File: src/rtl/ser_load_pkg.sv
package ser_load_pkg;

    localparam int BYTE_W = 8;
    localparam int TGT_W  = 3;
    localparam int CNT_W  = 4;
    localparam logic [TGT_W-1:0] TGT_FIFO = '0;

    typedef struct packed {
        logic [TGT_W-1:0] target;
        logic             toggle;
        logic [CNT_W-1:0] count;
    } hdr_t;

    function automatic logic [BYTE_W-1:0] shift_lsb_first(
        input logic [BYTE_W-1:0] cur,
        input logic              bit_in
    );
        return {bit_in, cur[BYTE_W-1:1]};
    endfunction

endpackage

File: src/rtl/ser_load_filt.sv
module ser_load_filt #(
    parameter int STAGES   = 2,
    parameter int FILT_CYC = 32
) (
    input  logic clk,
    input  logic rst,
    input  logic raw,
    output logic clean
);
    localparam int CW = $clog2(FILT_CYC + 1);

    logic [STAGES-1:0] sync_q;
    logic [CW-1:0]     run_cnt;
    logic              synced;

    assign synced = sync_q[STAGES-1];

    always_ff @(posedge clk) begin
        if (rst) begin
            sync_q  <= '0;
            run_cnt <= '0;
            clean   <= 1'b0;
        end else begin
            sync_q <= {sync_q[STAGES-2:0], raw};
            if (synced != clean) begin
                if (run_cnt == CW'(FILT_CYC - 1)) begin
                    clean   <= synced;
                    run_cnt <= '0;
                end else begin
                    run_cnt <= run_cnt + 1'b1;
                end
            end else begin
                run_cnt <= '0;
            end
        end
    end

endmodule

File: src/rtl/ser_load_frame.sv
module ser_load_frame
    import ser_load_pkg::*;
(
    input  logic              clk,
    input  logic              rst,
    input  logic              sck_f,
    input  logic              sin_f,
    input  logic              sdi_f,
    output logic              push,
    output logic              reg_wr,
    output logic [TGT_W-1:0]  reg_addr,
    output logic [BYTE_W-1:0] byte_data,
    output logic              fin,
    output hdr_t              fin_hdr
);
    logic              sck_q, sin_q;
    logic              active, have_hdr;
    hdr_t              hdr;
    logic [BYTE_W-1:0] sreg;
    logic [2:0]        bitcnt;
    logic [BYTE_W-1:0] nxt;

    assign nxt     = shift_lsb_first(sreg, sdi_f);
    assign fin_hdr = hdr;

    always_ff @(posedge clk) begin
        if (rst) begin
            sck_q     <= 1'b0;
            sin_q     <= 1'b0;
            active    <= 1'b0;
            have_hdr  <= 1'b0;
            hdr       <= '0;
            sreg      <= '0;
            bitcnt    <= '0;
            push      <= 1'b0;
            reg_wr    <= 1'b0;
            reg_addr  <= '0;
            byte_data <= '0;
            fin       <= 1'b0;
        end else begin
            sck_q  <= sck_f;
            sin_q  <= sin_f;
            push   <= 1'b0;
            reg_wr <= 1'b0;
            fin    <= 1'b0;
            if (sin_f && !sin_q) begin
                active   <= 1'b1;
                have_hdr <= 1'b0;
                bitcnt   <= '0;
            end else if (active && !sin_f && sin_q) begin
                active <= 1'b0;
                if (have_hdr && hdr.target == TGT_FIFO)
                    fin <= 1'b1;
            end else if (active && sck_f && !sck_q) begin
                sreg   <= nxt;
                bitcnt <= bitcnt + 1'b1;
                if (bitcnt == 3'd7) begin
                    if (!have_hdr) begin
                        hdr      <= hdr_t'(nxt);
                        have_hdr <= 1'b1;
                    end else if (hdr.target == TGT_FIFO) begin
                        push      <= 1'b1;
                        byte_data <= nxt;
                    end else begin
                        reg_wr    <= 1'b1;
                        reg_addr  <= hdr.target;
                        byte_data <= nxt;
                    end
                end
            end
        end
    end

endmodule

File: src/rtl/ser_load_fifo.sv
module ser_load_fifo
    import ser_load_pkg::*;
#(
    parameter int DEPTH = 8,
    localparam int AW = $clog2(DEPTH),
    localparam int CW = AW + 1
) (
    input  logic              clk,
    input  logic              rst,
    input  logic              push,
    input  logic [BYTE_W-1:0] wdata,
    input  logic              pop,
    output logic [BYTE_W-1:0] rdata,
    output logic [CW-1:0]     fill
);
    logic [BYTE_W-1:0] mem [DEPTH];
    logic [AW-1:0]     wp, rp;
    logic              do_pop, full;

    assign do_pop = pop && (fill != '0);
    assign full   = (fill == CW'(DEPTH));
    assign rdata  = mem[rp];

    always_ff @(posedge clk) begin
        if (push) mem[wp] <= wdata;
    end

    always_ff @(posedge clk) begin
        if (rst) begin
            wp   <= '0;
            rp   <= '0;
            fill <= '0;
        end else begin
            if (push) wp <= wp + 1'b1;
            if (push && !do_pop) begin
                if (full) rp   <= rp + 1'b1;
                else      fill <= fill + 1'b1;
            end else if (do_pop && !push) begin
                rp   <= rp + 1'b1;
                fill <= fill - 1'b1;
            end else if (do_pop && push) begin
                rp <= rp + 1'b1;
            end
        end
    end

endmodule

File: src/rtl/ser_load_rx.sv
module ser_load_rx
    import ser_load_pkg::*;
#(
    parameter int FIFO_DEPTH  = 8,
    parameter int SYNC_STAGES = 2,
    parameter int FILT_CYC    = 32,
    localparam int CW = $clog2(FIFO_DEPTH) + 1
) (
    input  logic              clk,
    input  logic              rst,
    input  logic              sck,
    input  logic              sin,
    input  logic              sdi,
    input  logic              fifo_pop,
    output logic [BYTE_W-1:0] fifo_rdata,
    output logic [CW-1:0]     fifo_fill,
    output logic              reg_wr,
    output logic [TGT_W-1:0]  reg_addr,
    output logic [BYTE_W-1:0] reg_wdata,
    output logic [CNT_W-1:0]  ep_count,
    output logic              ep_toggle,
    output logic              ep_done,
    input  logic              ep_sent
);
    localparam int NLINES = 3;

    logic [NLINES-1:0] raw_lines, clean_lines;
    logic              byte_push, frame_fin;
    logic [BYTE_W-1:0] byte_data;
    hdr_t              fin_hdr;

    assign raw_lines = {sdi, sin, sck};

    for (genvar g = 0; g < NLINES; g++) begin : g_line
        ser_load_filt #(.STAGES(SYNC_STAGES), .FILT_CYC(FILT_CYC)) u_filt (
            .clk  (clk),
            .rst  (rst),
            .raw  (raw_lines[g]),
            .clean(clean_lines[g])
        );
    end

    ser_load_frame u_frame (
        .clk      (clk),
        .rst      (rst),
        .sck_f    (clean_lines[0]),
        .sin_f    (clean_lines[1]),
        .sdi_f    (clean_lines[2]),
        .push     (byte_push),
        .reg_wr   (reg_wr),
        .reg_addr (reg_addr),
        .byte_data(byte_data),
        .fin      (frame_fin),
        .fin_hdr  (fin_hdr)
    );

    assign reg_wdata = byte_data;

    ser_load_fifo #(.DEPTH(FIFO_DEPTH)) u_fifo (
        .clk  (clk),
        .rst  (rst),
        .push (byte_push),
        .wdata(byte_data),
        .pop  (fifo_pop),
        .rdata(fifo_rdata),
        .fill (fifo_fill)
    );

    always_ff @(posedge clk) begin
        if (rst) begin
            ep_done   <= 1'b1;
            ep_count  <= '0;
            ep_toggle <= 1'b0;
        end else if (frame_fin) begin
            ep_done   <= 1'b0;
            ep_count  <= fin_hdr.count;
            ep_toggle <= fin_hdr.toggle;
        end else if (ep_sent) begin
            ep_done <= 1'b1;
        end
    end

endmodule

File: config.mk
export PLATFORM = sky130hd
export DESIGN_NAME = ser_load_rx
export DESIGN_NICKNAME = d
export VERILOG_FILES = /design/src/rtl/ser_load_pkg.sv /design/src/rtl/ser_load_filt.sv /design/src/rtl/ser_load_frame.sv /design/src/rtl/ser_load_fifo.sv /design/src/rtl/ser_load_rx.sv
export SDC_FILE = /design/constraint.sdc
export NUM_CORES = 1
export LEC_CHECK = 0
export CAP_MARGIN = 20
export CORE_ASPECT_RATIO = 1.25
export CORE_UTILIZATION = 50
export CTS_CLUSTER_DIAMETER = 50
export DETAILED_ROUTE_END_ITERATION = 12
export PLACE_DENSITY = 0.69
export SYNTH_ARGS = -nofsm -noshare
export SYNTH_HDL_FRONTEND = slang
export SYNTH_SLANG_ARGS = --single-unit
File: constraint.sdc
create_clock -name clk -period 3.9 [get_ports clk]
set_input_delay 0.78 -clock clk [delete_from_list [all_inputs] [get_ports clk]]
set_output_delay 0.78 -clock clk [all_outputs]
set_load 0.02 [all_outputs]
==> metrics.csv <==
metric,value,unit
outcome,"complete, no violations",
r2r_slack,1.67,ns
antenna_cells,0,
synth-async-reset-ratio,0,%
syn2layout_area_growth,18.7,%
hp-start,g_line[2].u_filt.run_cnt[0],
ys_types,37,
gp_congestion,0.725,
hold_viol,0,
cts_resized,0,
setup_viol,0,
num_vias,3222,
cp.depth,3,
slew_viol_final,0,
clock-sinks,146,
yosys_warnings,0,
maxCapViolCount,0,
ys_ff_latch,146,
rr_endpoint,u_fifo.fill[3],
syn_inst,425,
fin_tns_setup,0,ns
crit_end,fifo_rdata[7],
synth_edf_count,64,
grt_antenna_before_repair,0,
dr.first_iter.drc_count,166,
max_stage_delay,0.79,ns
clock.fmax,0.311,GHz
rsz0062_at_grt,no,
synthFlopType,dfxtp_1,
fp.dieW,96.9,microns
critPathKind,flip-flop to output pin,
period_needed,3.22,ns
synth-seq-area-share,63.4,%
grt_pass1_vias,3267,
worst_ir_drop_vdd,0.289,mV
start_util,52.2,%
ios,37,
hold_slack,0.437,ns
design.core.area,10800,sq um
arrival,2.44,ns
vias_per_cell,5.27,
synth_area,5620,sq um
clk-insertion-delay-late,0.41,ns
dp_slack,1.08,ns
worst_ep_required_time,3.12,ns
port_buffers,36,
r2r_start,u_fifo.fill[3],
netlist_top_cells_area,"edfxtp_1 34%, dfxtp_1 29%, mux2i_1 6.6%, mux4_2 6.4%, nor2_1 5.1%",
p_per_area,566,nW/um^2
netlist.top_cell.by_area,edfxtp_1,
syn_area_per_cell,13.2,sq um
cts_inserted_buffers,17,
fin_worst_skew,0.00569,ns
drc_errors,0,
cts_setup_buffers,0,
ctsRootBufferMaster,clkbuf_16,
hpwl,6190,microns
clkTransAtPathRegs,0.06,ns
cts_tree,yes,
final.period_utilization,82.5,%
slowest_stage,dfxtp_1,
crit_family,flip-flops,
path_buf_inv,1,
layout-drive-gt1-share,13.8,%
worst_pin_slew,1.03,ns
wirelength,9270,microns
hold_class,flip-flop to flip-flop,
grt_pass1_wl,15800,microns
path_max_fanout,16,
cts_hold_repair.buffers,0,
ant_nets,0,
fin_ws,0.684,ns
end_kind,output pin,
firstDrtPassIters,4,
dieArea,11700,sq um
synth_fp_nets,442,
start_kind,flip-flop,
die_h,121,microns
rows,42,
leakagePower,2.35,nW
overflow,0,
grt_max_degree,44,
relSlewSlack,31.2,%
ctsLongestPathBuffers,2,
grt_usage,17.5,%
crit_chain,mux4_2 -> mux2_2 -> clkdlybuf4s50_1,
nets,483,
synth_top_cell_area_share,34.2,%
wl_per_cell,15.2,microns
cts.htree.levels,4,
reg2reg_depth,7,
sequential cells by signal, summed over array words and instances (netlist names), 4 cells and up, named ones only:
register,count
u_fifo.mem,64
u_fifo.fill,4
ep_count,4
u_frame.byte_data,8
u_frame.fin_hdr,8
u_frame.sreg,7
g_line.u_filt.sync_q,6
g_line.u_filt.run_cnt,18
per-layer routing:
layer | wire length, microns | share of wire, % | vias up | GRT usage (%)
met1 | 4200 | 45 | 1552 | 20.9
met4 | 126 | 1.4 | 0 | 7.84
met2 | 4670 | 50 | 58 | 29.6
met5 | 0 | 0 | - | 0
met3 | 284 | 3.1 | 9 | 4.62
li1 | - | - | 1603 | -
worst reg2reg max path, cell delays in order, from the launching register on:
cell and delay, ns:
dfxtp_1 0.38, o41ai_1 0.48, nand2_1 0.19, ha_1 0.39, nand3_1 0.14, a2111oi_0 0.43
a31oi_1 0.07, nand4_1 0.09
report_power, final:
group	total, mW	internal (mW)	switching (mW)
sequential	1.68	1.62	0.0578
clock	1.54	0.935	0.600
combinational	0.566	0.312	0.254
worst min-delay path by stage:
| stage | endpoint | slack, ns | cells past startpoint |
|---|---|---|---|
| 6_report | g_line[2].u_filt.run_cnt[0] | 0.44 | 1 |
| 5_1_grt | g_line[2].u_filt.sync_q[1] | 0.46 | 1 |
| 4_1_cts | g_line[2].u_filt.run_cnt[0] | 0.44 | 1 |
| 3_5_place_dp | g_line[2].u_filt.run_cnt[0] | 0.43 | 1 |
| 3_3_place_gp | g_line[2].u_filt.run_cnt[0] | 0.42 | 1 |
| 2_1_floorplan | g_line[2].u_filt.run_cnt[0] | 0.41 | 1 |
stage by stage:
| step | cells | total power, mW | cell area, sq um | util (%) |
|---|---|---|---|---|
| after detailed placement | 579 | 2.29 | 6110 | 56.7 |
| after floorplan | 425 | 2.13 | 5620 | - |
| after global placement | 578 | 2.27 | 6100 | 56.6 |
| final | 611 | 3.78 | 6680 | 62.0 |
| after global routing | 611 | 3.94 | 6680 | 62.0 |
| after CTS | 611 | 3.82 | 6680 | 62.0 |
placed cells by master (no fill, tap or decap), types with 9 or more instances in the layout:
master,count
ha_1,9
nand2b_1,13
dfxtp_1,82
mux2i_1,37
nand2_1,10
mux4_2,16
nor2_1,76
clkdlybuf4s50_1,35
nor2b_1,11
xor2_1,13
edfxtp_1,64
xnor2_1,9
mux2_2,10
clkbuf_16,17
cells by family after synthesis:
family	after synthesis	synth area share, %
AO/OA/AOI/OAI	18	1.98
adder cells (fa/ha/maj)	10	2.36
buffers and inverters	22	1.62
multiplexers	63	15.0
XOR/XNOR	22	3.43
AND/OR/NAND/NOR	144	12.2
flip-flops	146	63.4
cells in the mapped netlist (2+ instances only):
cell type  instances
or2_2              3
buf_2              7
xor2_1            13
ha_1               9
a21oi_1            7
nand2b_1          13
nand4_1            4
mux4_2            16
nor3_1             5
o21ai_0            4
nor2b_1           11
or3_1              2
nor3b_1            3
nor4b_1            3
and3_1             4
clkbuf_1          10
mux2i_1           37
inv_1              4
nand3_1            7
dfxtp_1           82
xnor2_1            9
nand2_1           10
mux2_2            10
edfxtp_1          64
nor2_1            76
layout make-up:
class / instances / area [sq um]
Tap cell: 132 / 165
Inverter: 4 / 15.0
Sequential cell: 146 / 3560
Clock buffer: 18 / 429
Clock inverter: 14 / 139
Fill cell: 822 / 4100
Timing Repair Buffer: 40 / 385
Multi-Input combinational cell: 257 / 1980
Power figures use the tool's default switching activity.
